--- src/rtl/bsc_pkg.sv ---
package bsc_pkg;

  typedef enum logic [1:0] {
    ST_HOLD = 2'd0,
    ST_BOOT = 2'd1,
    ST_RUN  = 2'd2
  } bsc_state_e;

  localparam logic [7:0] NOP_FILL = 8'hEA;

  // Bootstrap image generator: byte at offset k of the bootstrap window.
  function automatic logic [7:0] boot_pattern(input int unsigned k);
    logic [7:0] kk;
    kk = k[7:0];
    return kk * 8'd37 + 8'd90;
  endfunction

  // Monitor image generator; the reset vector points at the bootstrap base.
  function automatic logic [7:0] mon_pattern(input logic [15:0] a,
                                             input logic [15:0] vec);
    if (a == 16'hFFFC) return vec[7:0];
    if (a == 16'hFFFD) return vec[15:8];
    return a[7:0] ^ a[15:8];
  endfunction

endpackage

--- src/rtl/bsc_image.sv ---
module bsc_image #(
  parameter logic [15:0] BOOT_BASE  = 16'h8000,
  parameter int unsigned BOOT_DEPTH = 64
) (
  input  logic [15:0] addr,
  output logic [7:0]  boot_byte,
  output logic [7:0]  mon_byte
);
  localparam int unsigned AW = (BOOT_DEPTH > 1) ? $clog2(BOOT_DEPTH) : 1;

  logic [7:0]    boot_rom [BOOT_DEPTH];
  logic [AW-1:0] off;

  for (genvar g = 0; g < BOOT_DEPTH; g++) begin : g_rom
    assign boot_rom[g] = bsc_pkg::boot_pattern(g);
  end

  assign off       = AW'(addr - BOOT_BASE);
  assign boot_byte = boot_rom[off];
  assign mon_byte  = bsc_pkg::mon_pattern(addr, BOOT_BASE);
endmodule

--- src/rtl/bsc_decode.sv ---
module bsc_decode #(
  parameter logic [15:0] BOOT_BASE   = 16'h8000,
  parameter int unsigned BOOT_DEPTH  = 64,
  parameter logic [15:0] ROM_BASE    = 16'hE800,
  parameter logic [15:0] START_MARK  = 16'h8888,
  parameter logic [15:0] FINISH_MARK = 16'h8889
) (
  input  logic        in_boot,
  input  logic        phi,
  input  logic [15:0] addr,
  input  logic        rnw,
  input  logic [7:0]  boot_byte,
  input  logic [7:0]  mon_byte,
  output logic [7:0]  rdata,
  output logic        rdata_oe,
  output logic        ram_sel,
  output logic        start_hit,
  output logic        finish_hit
);
  localparam logic [16:0] BOOT_END = 17'(BOOT_BASE) + 17'(BOOT_DEPTH);

  logic xfer, in_boot_win, in_rom_win;

  assign xfer        = in_boot && phi;
  assign in_boot_win = (addr >= BOOT_BASE) && ({1'b0, addr} < BOOT_END);
  assign in_rom_win  = (addr >= ROM_BASE);

  always_comb begin
    rdata = 8'h00;
    if (xfer && rnw) begin
      if (in_rom_win)       rdata = mon_byte;
      else if (in_boot_win) rdata = boot_byte;
      else                  rdata = bsc_pkg::NOP_FILL;
    end
  end

  assign rdata_oe   = xfer && rnw;
  assign ram_sel    = xfer && !rnw && in_rom_win;
  assign start_hit  = xfer && !rnw && (addr == START_MARK);
  assign finish_hit = xfer && !rnw && (addr == FINISH_MARK);
endmodule

--- src/rtl/bsc_phase_gen.sv ---
module bsc_phase_gen #(
  parameter int unsigned RUN_DIV = 3
) (
  input  logic                  clk,
  input  logic                  rst_n,
  input  bsc_pkg::bsc_state_e   state,
  output logic                  phi
);
  localparam int unsigned CW = (RUN_DIV > 1) ? $clog2(RUN_DIV) : 1;
  localparam logic [CW-1:0] CMP = CW'(RUN_DIV - 1);

  logic [CW-1:0] cnt;

  always_ff @(posedge clk or negedge rst_n) begin
    if (!rst_n) begin
      phi <= 1'b0;
      cnt <= '0;
    end else begin
      unique case (state)
        bsc_pkg::ST_BOOT: begin
          phi <= ~phi;
          cnt <= '0;
        end
        bsc_pkg::ST_RUN: begin
          if (cnt == CMP) begin
            cnt <= '0;
            phi <= ~phi;
          end else begin
            cnt <= cnt + 1'b1;
          end
        end
        default: begin
          phi <= 1'b0;
          cnt <= '0;
        end
      endcase
    end
  end
endmodule

--- src/rtl/bsc_seq.sv ---
module bsc_seq #(
  parameter int unsigned HOLD_CYCLES = 4
) (
  input  logic                clk,
  input  logic                rst_n,
  input  logic                start_hit,
  input  logic                finish_hit,
  output bsc_pkg::bsc_state_e state
);
  localparam int unsigned HW = (HOLD_CYCLES > 1) ? $clog2(HOLD_CYCLES) : 1;
  localparam logic [HW-1:0] HLAST = HW'(HOLD_CYCLES - 1);

  logic [HW-1:0] hold_cnt;
  logic          started;

  always_ff @(posedge clk or negedge rst_n) begin
    if (!rst_n) begin
      state    <= bsc_pkg::ST_HOLD;
      hold_cnt <= '0;
      started  <= 1'b0;
    end else begin
      unique case (state)
        bsc_pkg::ST_HOLD: begin
          if (hold_cnt == HLAST) state <= bsc_pkg::ST_BOOT;
          else                   hold_cnt <= hold_cnt + 1'b1;
        end
        bsc_pkg::ST_BOOT: begin
          if (start_hit) started <= 1'b1;
          if (finish_hit && started) state <= bsc_pkg::ST_RUN;
        end
        default: state <= bsc_pkg::ST_RUN;
      endcase
    end
  end
endmodule

--- src/rtl/bsc_boot_shadow.sv ---
module bsc_boot_shadow #(
  parameter logic [15:0] BOOT_BASE   = 16'h8000,
  parameter int unsigned BOOT_DEPTH  = 64,
  parameter logic [15:0] ROM_BASE    = 16'hE800,
  parameter logic [15:0] START_MARK  = 16'h8888,
  parameter logic [15:0] FINISH_MARK = 16'h8889,
  parameter int unsigned RUN_DIV     = 3,
  parameter int unsigned HOLD_CYCLES = 4
) (
  input  logic        clk,
  input  logic        rst_n,
  input  logic [15:0] cpu_addr,
  input  logic        cpu_rnw,
  output logic        cpu_clk,
  output logic [7:0]  cpu_rdata,
  output logic        cpu_rdata_oe,
  output logic        ram_sel,
  output logic        glue_en
);
  bsc_pkg::bsc_state_e state;
  logic [7:0] boot_byte, mon_byte;
  logic       start_hit, finish_hit;

  bsc_seq #(.HOLD_CYCLES(HOLD_CYCLES)) u_seq (
    .clk        (clk),
    .rst_n      (rst_n),
    .start_hit  (start_hit),
    .finish_hit (finish_hit),
    .state      (state)
  );

  bsc_phase_gen #(.RUN_DIV(RUN_DIV)) u_phase (
    .clk   (clk),
    .rst_n (rst_n),
    .state (state),
    .phi   (cpu_clk)
  );

  bsc_image #(.BOOT_BASE(BOOT_BASE), .BOOT_DEPTH(BOOT_DEPTH)) u_image (
    .addr      (cpu_addr),
    .boot_byte (boot_byte),
    .mon_byte  (mon_byte)
  );

  bsc_decode #(
    .BOOT_BASE(BOOT_BASE), .BOOT_DEPTH(BOOT_DEPTH), .ROM_BASE(ROM_BASE),
    .START_MARK(START_MARK), .FINISH_MARK(FINISH_MARK)
  ) u_decode (
    .in_boot    (state == bsc_pkg::ST_BOOT),
    .phi        (cpu_clk),
    .addr       (cpu_addr),
    .rnw        (cpu_rnw),
    .boot_byte  (boot_byte),
    .mon_byte   (mon_byte),
    .rdata      (cpu_rdata),
    .rdata_oe   (cpu_rdata_oe),
    .ram_sel    (ram_sel),
    .start_hit  (start_hit),
    .finish_hit (finish_hit)
  );

  assign glue_en = (state == bsc_pkg::ST_RUN);
endmodule

--- config.mk ---
export PLATFORM = sky130hd
export DESIGN_NAME = bsc_boot_shadow
export DESIGN_NICKNAME = d
export VERILOG_FILES = /design/src/rtl/bsc_pkg.sv /design/src/rtl/bsc_image.sv /design/src/rtl/bsc_decode.sv /design/src/rtl/bsc_phase_gen.sv /design/src/rtl/bsc_seq.sv /design/src/rtl/bsc_boot_shadow.sv
export SDC_FILE = /design/constraint.sdc
export NUM_CORES = 1
export LEC_CHECK = 0
export BUFFER_PORTS_ARGS = -buffer_cell sky130_fd_sc_hd__buf_4
export CORE_MARGIN = 5
export CORE_UTILIZATION = 30
export DETAILED_ROUTE_END_ITERATION = 16
export HOLD_SLACK_MARGIN = 0.05
export SYNTH_ARGS = -nofsm -noshare
export SYNTH_HDL_FRONTEND = slang
export SYNTH_HIERARCHICAL = 1
export SYNTH_SLANG_ARGS = --single-unit
--- constraint.sdc ---
create_clock -name clk -period 4.15 [get_ports clk]
set_clock_uncertainty 0.15 [all_clocks]
set_input_delay 0.415 -clock clk [delete_from_list [all_inputs] [get_ports clk]]
set_output_delay 0.415 -clock clk [all_outputs]
set_load 0.01 [all_outputs]
; Word level (Yosys, flattened, before mapping)
; Memory sizes are Yosys's and may differ from the RTL's.
; Cells that the tools add are included.
[word_totals]
register_bits = 8
romBits = 512
in_bits = 19
out_inout_bits = 12
elab_cells = 60
memories = 1
[op_classes]
add_sub_neg = 3
n_lt_le_gt_ge = 4
n_eq_ne = 11
n_mux = 19
bitwise = 4
reduce_logical = 13
[memory_table]
columns = name, words, word_bits, read_ports, rd_ports_with_merged_regs, write_ports, line
row1 = (name not given), 64, 8, 1, 0, 0, bsc_image.sv:19  ; assign boot_byte = boot_rom[off];
[op_table]
columns = op, n
row1 = $mux W8, 9
row2 = $eq A16 B16 Y1 const B, 4
row3 = $ge A16 B16 Y1 const B, 2
row4 = $lt A16 B16 Y1 const B, 1
row5 = $logic_and A1 B1 Y1, 8
row6 = $mux W2, 4
row7 = $xor A8 B8 Y8, 1
row8 = $ge A7 B7 Y1 const B, 1
row9 = $not A6 Y7, 1
row10 = $eq A2 B2 Y1 const B, 3
row11 = $reduce_and A2 Y1, 3
row12 = $sub A6 B1 Y6 const B, 1
row13 = $add A2 B1 Y2 const B, 2
row14 = $mux W1, 4
row15 = $ne A2 B1 Y1 const B, 2
row16 = $pmux W2 S2, 1
row17 = $eq A2 B1 Y1 const B, 1
row18 = $logic_not A2 Y1, 1
row19 = $ne A2 B2 Y1 const B, 1
row20 = $not A1 Y1, 2
row21 = $pmux W1 S2, 1
row22 = $logic_not A1 Y1, 1

; Logic depth before layout (Yosys ltp)
[logic_depth]
ltp_word = 8
mapped_depth = 9
depth_no_buf = 8

; Modules after synthesis
; The synthesis kept the hierarchy.
[by_module_without_submodules]
columns = module, n_inst, cells_per_inst, area_each_um2, seq_area_each_um2
row1 = bsc_image, 1, 96, 659.4, 0.0
row2 = bsc_decode, 1, 31, 241.5, 0.0
row3 = bsc_seq, 1, 14, 195.2, 125.1
row4 = bsc_phase_gen, 1, 11, 137.6, 75.1
row5 = bsc_boot_shadow, 1, 2, 15.0, 0.0

; Worst setup path before layout
; Ideal clock, no wire load.
[synth_timing]
path_type = input port to output port
from = in cpu_addr[1]
to = out cpu_rdata[5]
arrival_time_ns = 2.311
required_ns = 3.585
slack_ns = 1.274
stages = 8
path_buffers = 1
cell_sequence = clkbuf_1 > inv_1 > ha_1 > nor2b_2 > o21bai_1 > mux4_2 > a22o_1 > o221a_1
[synth_between]
elab_chain_cells = 8
word_cells_on_any_way = 20
classes_between = add/sub (1) / order compare (3) / eq/ne (2) / mux (11) / bitwise (1) / reduce/logical (1) / memory (1)
[synth_lines]
columns = element, line
row1 = from (decl), bsc_boot_shadow.sv:12  ; input logic [15:0] cpu_addr,
row2 = $sub A6 B1 Y6, bsc_image.sv:18  ; assign off = AW'(addr - BOOT_BASE);
row3 = $not A6 Y7 (implied by the code), bsc_image.sv:19
row4 = $mem_v2 Z64 W8, --
row5 = $mux W8 (implied by the code) (2 in a row), bsc_image.sv:19
row6 = named net boot_byte[5], bsc_boot_shadow.sv:21  ; logic [7:0] boot_byte, mon_byte;
row7 = $mux W8, bsc_decode.sv:32  ; else if (in_boot_win) rdata = boot_byte;
row8 = $mux W8, bsc_decode.sv:31  ; if (in_rom_win) rdata = mon_byte;
row9 = $mux W8, bsc_decode.sv:30  ; if (xfer && rnw) begin
row10 = to (decl), bsc_boot_shadow.sv:15  ; output logic [7:0] cpu_rdata,
; The timed path passes the listed nets, and every way through them passes these cells. The select of a mux whose other input is x is not followed.

; Worst setup path after layout
; Same ends and word-level chain as after synthesis.

==> flow_metrics.py <==
metrics = {
    "power_and_ir_drop": {
        "power.leakage_nw": 0.676,
        "vdd_drop_max_v": 0.000193,
        "pwr_density_cell_mw_per_mm2": 185,
    },
    "layout": {
        "fillCellCount": 416,
        "final_common_cell": "buf_4",
        "drive_above_1_share_pct": 25.3,
        "mostFrequentLayoutCells": "30 x buf_4, 15 x nor2_1, 11 x nand2_1",
        "diodes": 0,
        "nets": 207,
        "syn2layout_area_growth_pct": 23.3,
    },
    "critical_path": {
        "slowest_delay_ns": 0.47,
        "worst_path_most_repeated_cell": "buf_4",
        "critPathSlowestCell": "mux4_2",
        "rrSetupSlack_ns": 2.51,
        "r2r_end": "u_seq/state[0]",
        "start_kind": "input port",
        "critPathCapture": "cpu_rdata[5]",
        "crit_start": "cpu_addr[1]",
        "r2r-start": "u_seq/state[0]",
        "critPathMaxFanout": 12,
        "reg2reg_depth": 6,
        "worstPathRequired_ns": 3.59,
        "crit_type": "in -> out",
        "crit_chain": "buf_4 -> inv_1 -> ha_1 -> nor2b_2 -> o21bai_1 -> mux4_2 -> a22o_1 -> o221a_1 -> buf_4",
        "arrival_ns": 2.45,
        "end_kind": "primary output",
    },
    "global_routing": {
        "grt_pass1_wl_mm": 5.31,
        "grt_max_degree": 35,
        "global_route.usage.total_pct": 11.8,
        "grt_pass1_vias": 1168,
        "overflow": 0,
        "grt_antenna_before_repair": 0,
    },
    "floorplan": {
        "dieWidth_um": 74.5,
        "die_area_mm2": 0.00555,
        "rows": 23,
        "core-area_mm2": 0.00403,
        "start_util_pct": 31.0,
        "pin_count": 31,
        "die_h_um": 74.5,
    },
    "clock_network": {
        "post-cts-setup-buffers": 0,
        "worstSkewPairLatency_ns": 0.23,
        "clockBufferDepth": 2,
        "cts_tree": "built",
        "clkSlewWorstSetupHoldPaths_ns": 0.04,
        "cts_root_buffer": "clkbuf_8",
        "cts_buffers": 3,
        "htreeDepth": 1,
        "cts.sinks": 8,
        "hold_buffers": 1,
        "cts_resized": 0,
    },
    "timing": {
        "fin_tns_setup_ns": 0,
        "hold_violations": 0,
        "rsz0062_at_grt": "false",
        "max_freq_mhz": 332,
        "worst_pin_slew_ns": 0.457,
        "slew_viol_final": 0,
        "fin_crit_sh_pct": 72.6,
        "setup_viol": 0,
        "relSlewSlack_pct": 69.3,
        "final.setup.worst_slack_ns": 1.14,
        "min_period_ns": 3.01,
    },
    "synthesis": {
        "ys_seq_elements": 8,
        "synth_ff_type": "dfrtp_1",
        "seq_area_frac_synth_pct": 16.0,
        "yosys.area.top_type": "dfrtp_1",
        "syn-cell-area_mm2": 0.00125,
        "synth_nets": 181,
        "ys_warn_count": 6,
        "synthTopCellsByArea": "dfrtp_1 16%, ha_1 8.0%, xor2_1 5.6%",
        "synth_top_area_share_pct": 16.0,
        "synth-edff-count": 0,
        "ys_types": 52,
        "synthArstFlopShare_pct": 100,
        "postSynthAreaPerCell_um2": 8.11,
        "synthCells": 154,
    },
    "route": {
        "wirelength_mm": 3.21,
        "vias_per_cell": 5.47,
        "detail_route.wl_per_cell_um": 14.1,
        "drtIter0Drc": 151,
        "vias": 1248,
        "ant_nets": 0,
        "drtPass1Iterations": 4,
        "drc": 0,
    },
    "placement": {
        "gp_congestion": 0.796,
        "hpwl_mm": 2.44,
        "io_buffers": 30,
        "pre_cts_ws_ns": 1.15,
    },
    "outcome": {
        "status": "completed",
    },
    "min_path": {
        "min_from": "u_phase/cnt[1]",
        "min_path_type": "reg -> reg",
    },
    "run": {
        "cap_violations": 0,
    },
}
==> cells in the mapped netlist, drive strengths merged (3+ instances only) <==
cell and n:
a211oi 5, a21oi 10, buf 7, clkbuf 3, dfrtp 8, ha 8, inv 7, mux2i 4
nand2 11, nand4 7, nor2 15, nor2b 6, nor3 4, o211ai 3, o21ai 3, o21bai 4
o221a 5, o31ai 3, xnor2 3, xor2 8
==> critical path, delay by kind of cell <==
| family | cells | cell delay [ns] |
|---|---|---|
| adder cells (fa/ha/maj) | 1 | 0.44 |
| AND/OR/NAND/NOR | 1 | 0.07 |
| multiplexers | 1 | 0.47 |
| buffers and inverters | 3 | 0.41 |
| AO/OA/AOI/OAI | 3 | 0.63 |
==> cell type report <==
cell class | instances | area, um2 | share of cell area (%)
sequential | 8 | 200 | 13.0
multi-input combinational | 128 | 971 | 63.0
clock buffer | 3 | 41.3 | 2.68
tap | 50 | 62.6 | 4.06
inverter | 8 | 30.0 | 1.95
timing repair buffer | 31 | 235 | 15.3
==> logic make-up (layout without fill, tap and decap cells) <==
kind of cell               after synthesis  after routing  synth area share [%]
AOI/OAI and AO/OA                       47             47                  28.7
DFF                                      8              8                  16.0
adders and majority gates                8              8                  8.02
and+or+nand+nor                         55             55                  26.3
muxes                                    7              7                  7.11
xor gates and xnor gates                11             11                  7.72
buffers and inverters                   18             42                  6.21
==> per-stage QoR <==
stage / cells / cell area [um2] / hold slack [ns] / utilization, % / total power (W)
after floorplan: 154 / 1250 / -0.0306 / - / 0.000150
after global placement: 224 / 1490 / 0.0871 / 37.0 / 0.000192
after detailed placement: 224 / 1490 / 0.0879 / 37.0 / 0.000191
after CTS: 228 / 1540 / 0.281 / 38.2 / 0.000288
after global routing: 228 / 1540 / 0.306 / 38.2 / 0.000304
final: 228 / 1540 / 0.277 / 38.2 / 0.000285
==> metal layers <==
| layer | wire [um] | global-route usage [%] |
|---|---|---|
| met5 | 0 | 0 |
| met4 | 27 | 3.56 |
| met3 | 227 | 1.62 |
| met2 | 1480 | 19.6 |
| met1 | 1470 | 15.9 |
==> report_power, final <==
part	switching (W)	internal, W
clock network	0.0000309	0.0000629
registers	0.00000000161	0.0000784
logic	0.0000631	0.0000501
==> registers in the layout (all words and copies together) (netlist names) <==
name            flops
u_phase/cnt         2
u_phase/phi         1
u_seq/hold_cnt      2
u_seq/started       1
u_seq/state         2
==> worst min path at each step <==
stage	to	slack [ns]	cells past startpoint
floorplan	u_phase/cnt[0]	-0.03	0
global placement	u_seq/hold_cnt[1]	0.09	1
detailed placement	u_phase/cnt[1]	0.09	1
CTS	u_phase/cnt[0]	0.28	1
global route	u_phase/cnt[0]	0.31	1
finish	u_phase/cnt[0]	0.28	1
Note: power is estimated with default switching activity, not from simulation.
